==> config.mk <==
export PLATFORM = sky130hd
export DESIGN_NAME = dac_load_ctrl
export DESIGN_NICKNAME = d
export VERILOG_FILES = /design/src/rtl/dac_ld_pkg.sv /design/src/rtl/dac_ld_regs.sv /design/src/rtl/dac_ld_edge.sv /design/src/rtl/dac_ld_xfer.sv /design/src/rtl/dac_load_ctrl.sv
export SDC_FILE = /design/constraint.sdc
export NUM_CORES = 1
export LEC_CHECK = 0
export ABC_AREA = 1
export ABC_CLOCK_PERIOD_IN_PS = 1550
export BUFFER_PORTS_ARGS = -buffer_cell sky130_fd_sc_hd__buf_2
export CORE_AREA = 3 3 69 71
export DETAILED_ROUTE_END_ITERATION = 12
export DIE_AREA = 0 0 72 74
export PLACE_DENSITY = 0.84
export RECOVER_POWER = 25
export SYNTH_ARGS = -nofsm -noshare
export SYNTH_HDL_FRONTEND = slang
export SYNTH_SLANG_ARGS = --single-unit
==> constraint.sdc <==
create_clock -name clk -period 1.55 [get_ports clk]
set_clock_uncertainty 0.1 [all_clocks]
set_input_delay 0.155 -clock clk [delete_from_list [all_inputs] [get_ports clk]]
set_output_delay 0.155 -clock clk [all_outputs]
set_load 0.005 [all_outputs]
==> src/rtl/dac_ld_pkg.sv <==
package dac_ld_pkg;

  typedef enum logic [2:0] {
    MD_PIN_RISE = 3'b000,
    MD_SW       = 3'b001,
    MD_RSV2     = 3'b010,
    MD_SW_ALIAS = 3'b011,
    MD_PIN_FALL = 3'b100,
    MD_SQUARE   = 3'b101,
    MD_RSV6     = 3'b110,
    MD_RSV7     = 3'b111
  } mode_e;

  localparam int MODE_LSB = 4;
  localparam int MODE_W   = 3;
  localparam int BUS_AW   = 2;

  localparam logic [BUS_AW-1:0] A_CTRL  = 2'd0;
  localparam logic [BUS_AW-1:0] A_STAGE = 2'd1;
  localparam logic [BUS_AW-1:0] A_HOLD  = 2'd2;

  function automatic logic mode_is_sw(input mode_e m);
    return (m == MD_SW) || (m == MD_SW_ALIAS);
  endfunction

  function automatic logic mode_uses_pin(input mode_e m);
    return (m == MD_PIN_RISE) || (m == MD_PIN_FALL) || (m == MD_SQUARE);
  endfunction

  function automatic logic mode_is_rsvd(input mode_e m);
    return (m == MD_RSV2) || (m == MD_RSV6) || (m == MD_RSV7);
  endfunction

endpackage

==> src/rtl/dac_ld_regs.sv <==
module dac_ld_regs
  import dac_ld_pkg::*;
#(
  parameter int REG_W  = 16,
  parameter int CODE_W = 12
) (
  input  logic              clk,
  input  logic              rst_n,
  input  logic [BUS_AW-1:0] addr_i,
  input  logic              we_i,
  input  logic [REG_W-1:0]  wdata_i,
  output mode_e             mode_o,
  output logic [CODE_W-1:0] stage_o,
  output logic              stage_wr_o,
  output logic [CODE_W-1:0] stage_wdata_o
);

  logic              ctrl_wr;
  logic              wdata_unused;
  mode_e             mode_q;
  logic [CODE_W-1:0] stage_q;

  assign ctrl_wr       = we_i && (addr_i == A_CTRL);
  assign stage_wr_o    = we_i && (addr_i == A_STAGE);
  assign stage_wdata_o = wdata_i[CODE_W-1:0];
  assign wdata_unused  = ^wdata_i;

  always_ff @(posedge clk or negedge rst_n) begin
    if (!rst_n) begin
      mode_q  <= MD_PIN_RISE;
      stage_q <= '0;
    end else begin
      if (ctrl_wr)
        mode_q <= mode_e'(wdata_i[MODE_LSB +: MODE_W]);
      if (stage_wr_o)
        stage_q <= wdata_i[CODE_W-1:0];
    end
  end

  assign mode_o  = mode_q;
  assign stage_o = stage_q;

  AST_CTRL_WRITE: assert property (@(posedge clk) disable iff (!rst_n)
    ctrl_wr |=> (mode_o == $past(wdata_i[MODE_LSB +: MODE_W])));

  AST_STAGE_WRITE: assert property (@(posedge clk) disable iff (!rst_n)
    stage_wr_o |=> (stage_o == $past(wdata_i[CODE_W-1:0])));

endmodule

==> src/rtl/dac_ld_edge.sv <==
module dac_ld_edge #(
  parameter int STAGES = 2
) (
  input  logic clk,
  input  logic rst_n,
  input  logic pin_i,
  input  logic clr_i,
  output logic rise_o,
  output logic fall_o
);

  logic [STAGES-1:0] sync_q;
  logic              prev_q;
  logic              lvl;

  generate
    if (STAGES == 1) begin : g_one
      always_ff @(posedge clk or negedge rst_n) begin
        if (!rst_n) sync_q <= '0;
        else        sync_q <= pin_i;
      end
    end else begin : g_chain
      always_ff @(posedge clk or negedge rst_n) begin
        if (!rst_n) sync_q <= '0;
        else        sync_q <= {sync_q[STAGES-2:0], pin_i};
      end
    end
  endgenerate

  assign lvl = sync_q[STAGES-1];

  always_ff @(posedge clk or negedge rst_n) begin
    if (!rst_n) prev_q <= 1'b0;
    else        prev_q <= lvl;
  end

  assign rise_o = !clr_i && lvl && !prev_q;
  assign fall_o = !clr_i && !lvl && prev_q;

  AST_RISE_SINGLE: assert property (@(posedge clk) disable iff (!rst_n)
    rise_o |=> !rise_o);

  AST_FALL_SINGLE: assert property (@(posedge clk) disable iff (!rst_n)
    fall_o |=> !fall_o);

endmodule

==> src/rtl/dac_ld_xfer.sv <==
module dac_ld_xfer
  import dac_ld_pkg::*;
#(
  parameter int CODE_W = 12
) (
  input  logic              clk,
  input  logic              rst_n,
  input  mode_e             mode_i,
  input  logic              clr_i,
  input  logic              rise_i,
  input  logic              fall_i,
  input  logic              stage_wr_i,
  input  logic [CODE_W-1:0] stage_wdata_i,
  input  logic [CODE_W-1:0] stage_i,
  output logic [CODE_W-1:0] hold_o,
  output logic [CODE_W-1:0] code_o
);

  logic [CODE_W-1:0] hold_q;
  logic              sel_stage_q;
  logic              sq_mode;

  assign sq_mode = (mode_i == MD_SQUARE);

  always_ff @(posedge clk or negedge rst_n) begin
    if (!rst_n) begin
      hold_q <= '0;
    end else if (mode_is_sw(mode_i)) begin
      if (stage_wr_i) hold_q <= stage_wdata_i;
    end else if (mode_i == MD_PIN_RISE) begin
      if (rise_i) hold_q <= stage_i;
    end else if (mode_i == MD_PIN_FALL) begin
      if (fall_i) hold_q <= stage_i;
    end
  end

  always_ff @(posedge clk or negedge rst_n) begin
    if (!rst_n)                 sel_stage_q <= 1'b0;
    else if (!sq_mode || clr_i) sel_stage_q <= 1'b0;
    else if (fall_i)            sel_stage_q <= 1'b1;
    else if (rise_i)            sel_stage_q <= 1'b0;
  end

  assign hold_o = hold_q;
  assign code_o = sel_stage_q ? stage_i : hold_q;

  AST_SW_LOAD: assert property (@(posedge clk) disable iff (!rst_n)
    (mode_is_sw(mode_i) && stage_wr_i) |=> (code_o == $past(stage_wdata_i)));

  AST_RSVD_HOLD: assert property (@(posedge clk) disable iff (!rst_n)
    mode_is_rsvd(mode_i) |=> $stable(hold_q));

  AST_SQ_NO_LOAD: assert property (@(posedge clk) disable iff (!rst_n)
    sq_mode |=> $stable(hold_q));

  AST_SQ_ENTRY: assert property (@(posedge clk) disable iff (!rst_n)
    (sq_mode && clr_i && $stable(hold_q)) |-> $stable(code_o));

endmodule

==> src/rtl/dac_load_ctrl.sv <==
module dac_load_ctrl
  import dac_ld_pkg::*;
#(
  parameter int REG_W       = 16,
  parameter int CODE_W      = 12,
  parameter int SYNC_STAGES = 2
) (
  input  logic              clk,
  input  logic              rst_n,
  input  logic [1:0]        bus_addr,
  input  logic              bus_we,
  input  logic [REG_W-1:0]  bus_wdata,
  output logic [REG_W-1:0]  bus_rdata,
  input  logic              load_pin_i,
  output logic              pin_alt_en_o,
  output logic [CODE_W-1:0] dac_code_o
);

  mode_e             mode;
  mode_e             mode_seen_q;
  logic              mode_chg;
  logic              rise;
  logic              fall;
  logic              stage_wr;
  logic [CODE_W-1:0] stage_wdata;
  logic [CODE_W-1:0] stage;
  logic [CODE_W-1:0] hold;

  dac_ld_regs #(.REG_W(REG_W), .CODE_W(CODE_W)) regs_i (
    .clk          (clk),
    .rst_n        (rst_n),
    .addr_i       (bus_addr),
    .we_i         (bus_we),
    .wdata_i      (bus_wdata),
    .mode_o       (mode),
    .stage_o      (stage),
    .stage_wr_o   (stage_wr),
    .stage_wdata_o(stage_wdata)
  );

  always_ff @(posedge clk or negedge rst_n) begin
    if (!rst_n) mode_seen_q <= MD_PIN_RISE;
    else        mode_seen_q <= mode;
  end

  assign mode_chg = (mode != mode_seen_q);

  dac_ld_edge #(.STAGES(SYNC_STAGES)) edge_i (
    .clk   (clk),
    .rst_n (rst_n),
    .pin_i (load_pin_i),
    .clr_i (mode_chg),
    .rise_o(rise),
    .fall_o(fall)
  );

  dac_ld_xfer #(.CODE_W(CODE_W)) xfer_i (
    .clk          (clk),
    .rst_n        (rst_n),
    .mode_i       (mode),
    .clr_i        (mode_chg),
    .rise_i       (rise),
    .fall_i       (fall),
    .stage_wr_i   (stage_wr),
    .stage_wdata_i(stage_wdata),
    .stage_i      (stage),
    .hold_o       (hold),
    .code_o       (dac_code_o)
  );

  assign pin_alt_en_o = mode_uses_pin(mode);

  always_comb begin
    bus_rdata = '0;
    case (bus_addr)
      A_CTRL:  bus_rdata[MODE_LSB +: MODE_W] = mode;
      A_STAGE: bus_rdata = REG_W'(stage);
      A_HOLD:  bus_rdata = REG_W'(hold);
      default: bus_rdata = '0;
    endcase
  end

  AST_CTRL_RSVD_ZERO: assert property (@(posedge clk) disable iff (!rst_n)
    (bus_addr == A_CTRL) |-> (bus_rdata[REG_W-1:MODE_LSB+MODE_W] == '0 &&
                              bus_rdata[MODE_LSB-1:0] == '0));

  AST_NO_EDGE_ON_CHG: assert property (@(posedge clk) disable iff (!rst_n)
    mode_chg |-> !(rise || fall));

endmodule

# ---- Word level (Yosys, flattened, before mapping)
# Cells that the tools add are included.
dict set report word_totals {
  regBits 34
  out_inout_bits 29
}
dict set report op_classes {
  eq_ne 9
  muxes 13
  n_reduce_logical 20
}
# cell n
set ops {}
lappend ops {{$mux 12} 7}
lappend ops {{$pmux 5 s2} 1}
lappend ops {{$pmux 3 s3} 1}
lappend ops {{$reduce_bool 3->1} 3}
lappend ops {{$pmux 4 s2} 1}
lappend ops {{$eq 3x3->1 const B} 2}
lappend ops {{$logic_and 1x1->1} 6}
lappend ops {{$logic_not 1->1} 4}
lappend ops {{$logic_or 1x1->1} 4}
lappend ops {{$reduce_and 4->1} 1}
lappend ops {{$eq 3x1->1 const B} 1}
lappend ops {{$eq 3x2->1 const B} 1}
lappend ops {{$logic_not 3->1} 1}
lappend ops {{$mux 1} 3}
lappend ops {{$ne 3x1->1 const B} 1}
lappend ops {{$ne 3x3->1} 1}
lappend ops {{$eq 2x1->1 const B} 1}
lappend ops {{$eq 2x2->1 const B} 1}
lappend ops {{$logic_not 2->1} 1}
lappend ops {{$ne 2x2->1 const B} 1}

# ---- Longest topological paths before layout
dict set report logic_depth {
  depth_word 8
  ltp_mapped 9
  ltp_nobuf 8
}

# ---- Cells and area by module
# From an unflattened synthesis, not the netlist that was laid out.
dict set report hier_totals {
  cells_unflattened 287
  hier_area_um2 2208.4
}
# module n_inst cells_per_inst area_per_inst_um2 seq_area_each_um2
set by_module_without_submodules {}
lappend by_module_without_submodules {dac_ld_xfer 1 121 943.4 325.3}
lappend by_module_without_submodules {dac_ld_regs 1 82 732.0 375.4}
lappend by_module_without_submodules {dac_load_ctrl 1 76 439.2 75.1}
lappend by_module_without_submodules {dac_ld_edge 1 8 93.8 75.1}

# ---- Worst setup path after synthesis
# No wires, ideal clock.
dict set report synth_path {
  kind {reg2reg}
  startpoint {reg regs_i.mode_q[0], in the netlist regs_i.mode_o[0]}
  endpoint {reg xfer_i.hold_q[2], in the netlist xfer_i.hold_o[2]}
  arrival_ns 1.221
  setup_slack_ns 0.112
  stages_incl_launch_ff 8
  n_path_buf 1
  path_cell_list {dfrtp_1 -> xnor2_1 -> nand4_1 -> nand2_2 -> nand3_2 -> buf_6 -> nand2_1 -> nand2_1}
}
dict set report synth_via {
  elab_chain_cells 6
}
# item line_no
set synth_lines {}
lappend synth_lines {{start, declared} dac_ld_regs.sv:20} ;# mode_e mode_q;
lappend synth_lines {{start signal, assigned} dac_ld_regs.sv:34} ;# mode_q <= mode_e'(wdata_i[MODE_LSB +: MODE_W]);
lappend synth_lines {{$ne 3x3->1} dac_load_ctrl.sv:46} ;# assign mode_chg = (mode != mode_seen_q);
lappend synth_lines {{$logic_not 1->1} {dac_ld_edge.sv:37, dac_ld_edge.sv:38}}
lappend synth_lines {{$logic_and 1x1->1, on equally long branches (2 in series)} {dac_ld_edge.sv:37, dac_ld_edge.sv:38}}
lappend synth_lines {{$ne 3x1->1 (no source line) or $reduce_bool 3->1 (tied branches)} n/a}
lappend synth_lines {{$reduce_and 4->1 (no source line)} n/a}
lappend synth_lines {{end signal, assigned} dac_ld_xfer.sv:29} ;# if (stage_wr_i) hold_q <= stage_wdata_i;
lappend synth_lines {{end signal, assigned} dac_ld_xfer.sv:31} ;# if (rise_i) hold_q <= stage_i;
lappend synth_lines {{end signal, assigned} dac_ld_xfer.sv:33} ;# if (fall_i) hold_q <= stage_i;
lappend synth_lines {{end, declared} dac_ld_xfer.sv:19} ;# logic [CODE_W-1:0] hold_q;
# Several ways; a longest one is shown, not always the timed one.
# A chain may end at the register's enable or synchronous reset.

# ---- Worst setup path after layout
dict set report layout_path {
  startpoint {reg xfer_i.sel_stage_q}
  endpoint {out dac_code_o[4]}
}
dict set report layout_via {
  elab_chain_cells 1
}
# item line_no
set layout_lines {}
lappend layout_lines {{start, declared} dac_ld_xfer.sv:20} ;# logic sel_stage_q;
lappend layout_lines {{start signal, assigned} dac_ld_xfer.sv:38} ;# if (!rst_n) sel_stage_q <= 1'b0;
lappend layout_lines {{start signal, assigned} dac_ld_xfer.sv:39} ;# else if (!sq_mode || clr_i) sel_stage_q <= 1'b0;
lappend layout_lines {{start signal, assigned} dac_ld_xfer.sv:40} ;# else if (fall_i) sel_stage_q <= 1'b1;
lappend layout_lines {{$mux 12} dac_ld_xfer.sv:45} ;# assign code_o = sel_stage_q ? stage_i : hold_q;
lappend layout_lines {{end, declared} dac_load_ctrl.sv:16} ;# output logic [CODE_W-1:0] dac_code_o
# No other way between the ends.

==> flow_metrics.py <==
metrics = {
    "run_status": {
        "outcome": "finished, violations left",
        "violations": "negative setup slack",
    },
    "drt": {
        "wl_met1_um": 2050,
        "vias": 1884,
        "firstDrtPassIters": 5,
        "wl_met3_um": 286,
        "ant_nets": 0,
        "maxUsedRoutingLayer": "met4",
        "drt-total-wl_um": 5180,
        "wl_met2_um": 2770,
        "drc_errors": 0,
        "wl_per_cell_um": 14.3,
        "via_per_inst": 5.19,
        "drt-initial-drc-count": 239,
    },
    "grt": {
        "grt_usage_pct": 19.7,
        "grt_max_degree": 35,
        "grt_overflow": 0,
        "grt_pass1_vias": 1845,
        "grt_pass1_wl_um": 8180,
        "antenna_found_initial": 0,
    },
    "floorplanning": {
        "io_pins": 51,
        "start_util_pct": 45.0,
        "die_x_um": 72,
        "coreArea_mm2": 0.00429,
        "dieArea_mm2": 0.00533,
        "row_count": 24,
        "die_h_um": 74,
    },
    "power_and_ir_drop": {
        "power_per_cell_area_mw_per_mm2": 1360,
        "ir_drop_uv": 772,
        "cellLeakagePower_nw": 1.35,
    },
    "timing": {
        "tightest_slew_ns": 0.846,
        "slew_violations": 0,
        "setup_ws_ns": -0.00461,
        "grt_setup_unrepaired": "yes",
        "finalSetupViolations": 1,
        "fin_crit_ns": 1.55,
        "post-route-period-util_pct": 100,
        "hold_violations": 0,
        "max_freq_mhz": 643,
        "fin_tns_setup_ns": -0.00461,
        "max-slew-margin-rel_pct": 43.6,
    },
    "logic_synthesis": {
        "synthArstFlopShare_pct": 100,
        "synth_top_area_share_pct": 44.0,
        "yosys_register_bits": 34,
        "synth_edf_count": 0,
        "ys.flop_type": "dfrtp_1",
        "synth_cell_types": 22,
        "yosysTopAreaCell": "dfrtp_1",
        "yosysMostFrequentCell": "nand2_1",
        "synth-seq-area-share_pct": 44.0,
        "avgSynthCellArea_um2": 7.62,
        "syn_area_mm2": 0.00193,
        "synth_cells": 254,
        "ys_top_cells_by_area": "dfrtp_1 44%, nand2_1 18%, o21ai_0 7.5%",
        "netlist_top_cells_count": "95 x nand2_1, 34 x dfrtp_1, 29 x o21ai_0",
        "ys_warn_count": 0,
    },
    "setup_path": {
        "critPathRequiredTime_ns": 1.29,
        "cp_max_fo": 5,
        "critPathTopFamily": "flip-flops",
        "cp_num_cells": 3,
        "reg2reg_depth": 6,
        "slowest_delay_ns": 0.37,
        "cp-start-kind": "register",
        "cp.arrival_ns": 1.30,
        "path_buf_inv": 2,
        "path_cells": "buf_4 -> mux2_2 -> buf_2",
        "crit_path_end_kind": "primary output",
        "crit_type": "register to primary output",
        "slowest_stage": "dfrtp_1",
    },
    "clocking": {
        "clock_sinks": 34,
        "clk_latency_ns": 0.29,
        "clk_path_buf_depth": 2,
        "cts-root-buf": "clkbuf_8",
        "cts_setup_buffers": 0,
        "clk_pin_slew_ns": 0.07,
        "htree_levels": 2,
        "cts_tree": "built",
        "numCtsBuffers": 5,
    },
    "layout": {
        "area_growth_pct": 30.2,
        "layout-drive-gt1-share_pct": 30.2,
        "antennaDiodeCount": 0,
        "fin_area_mm2": 0.00252,
        "final_nets": 336,
        "fin_util_pct": 58.7,
    },
    "place": {
        "gp_congestion": 0.869,
        "placed_area_mm2": 0.00226,
        "io_buffer_count": 42,
        "dp_hpwl_um": 3400,
    },
    "hold_path": {
        "min_path_cells": 3,
        "hold_path_class": "primary input to register",
    },
    "run": {
        "cap_violations": 0,
    },
}
## sequential cells by signal, summed over array words and instances (netlist names)
name,flops
xfer_i.hold_o,12
mode_seen_q,3
edge_i.sync_q,2
regs_i.stage_o,12
xfer_i.sel_stage_q,1
regs_i.mode_o,3
edge_i.prev_q,1
## cell usage in the layout (no fill, tap or decap)
cell type      instances
nand2_4                1
inv_1                 24
buf_6                  7
bufinv_16              1
dlygate4sd3_1          2
clkbuf_2               1
nand4_1               14
nand2_2                6
nor2_1                 2
mux2_4                 5
nand3_4                2
inv_2                  3
or2_2                  1
dfrtp_2                2
buf_4                 10
nand3_2                1
ha_1                   4
or2_1                  1
clkbuf_16              1
nand3_1                4
conb_1                 4
o21ai_0               29
buf_8                  1
mux2_2                 5
o21ai_2                1
xnor2_2                1
buf_2                 39
clkbuf_8               5
dfrtp_1               32
nor2_2                 1
nand2_1               89
clkbuf_1               2
a21oi_1               10
## worst paths after layout
path                               startpoint                 to  slack (ns)
hold reg to reg              edge_i.sync_q[0]   edge_i.sync_q[1]        0.26
setup / recovery           xfer_i.sel_stage_q      dac_code_o[4]      -0.005
hold / removal                   bus_wdata[9]  regs_i.stage_o[9]        0.03
setup reg to reg             regs_i.mode_o[0]   xfer_i.hold_o[6]        0.02
max in group asynchronous               rst_n   regs_i.mode_o[2]        0.28
min in group asynchronous               rst_n   regs_i.mode_o[1]        0.49
## through the flow
stage	setup WS [ns]	hold slack (ns)	total power [W]	cells
2_1_floorplan	0.112	-0.241	0.00196	257
3_3_place_gp	0.0132	0.0258	0.00234	351
3_5_place_dp	-0.0239	0.0260	0.00239	351
4_1_cts	-0.00748	0.0318	0.00322	361
5_1_grt	-0.0787	0.0523	0.00366	363
6_report	-0.00461	0.0344	0.00343	363
## metal layers
layer  up-vias  track usage [%]
met5         -                0
met4         0             7.52
met3         5             3.51
met2        60             36.0
met1       900             23.2
li1        919                -
## layout make-up
class | count | area [um^2]
timing repair buffer | 61 | 414
fill | 392 | 1780
sequential | 34 | 853
inverter | 27 | 101
clock inverter | 1 | 30.0
clock buffer | 7 | 76.3
tap | 52 | 65.1
multi-input combinational | 181 | 978
## worst reg2reg max path, delay by kind of cell (launching register included)
| kind | cells | cell delay, ns |
|---|---|---|
| buffers and inverters | 1 | 0.16 |
| flip-flops | 1 | 0.45 |
| AND/OR/NAND/NOR | 5 | 0.71 |
## timing repair
| item | CTS | global route |
|---|---|---|
| endpoints found under the hold margin | 35 | 0 |
| hold buffers | 2 | 0 |
| pin swaps | 0 | 4 |
| gates cloned | 0 | 2 |
| gates resized for setup | 3 | 28 |
| setup endpoints to repair | 16 | 27 |
## report_power, final
group | switching, W | total (W) | internal, W
clock network | 0.000323 | 0.000804 | 0.000481
logic | 0.000630 | 0.00128 | 0.000648
registers | 0.000222 | 0.00135 | 0.00113
total | 0.00117 | 0.00343 | 0.00226
## cell families (layout without fill, tap and decap cells)
kind of cell	count (synthesis)	in the layout	synth area share, %
XOR/XNOR	1	1	0.453
AO/OA/AOI/OAI	40	40	10.5
multiplexers	10	10	5.82
adder cells (fa/ha/maj)	4	4	2.59
AND/OR/NAND/NOR	121	122	26.3
other	1	4	0.194
buffers and inverters	43	96	10.1
flip-flops	34	34	44.0
Power figures use the tool's default switching activity.
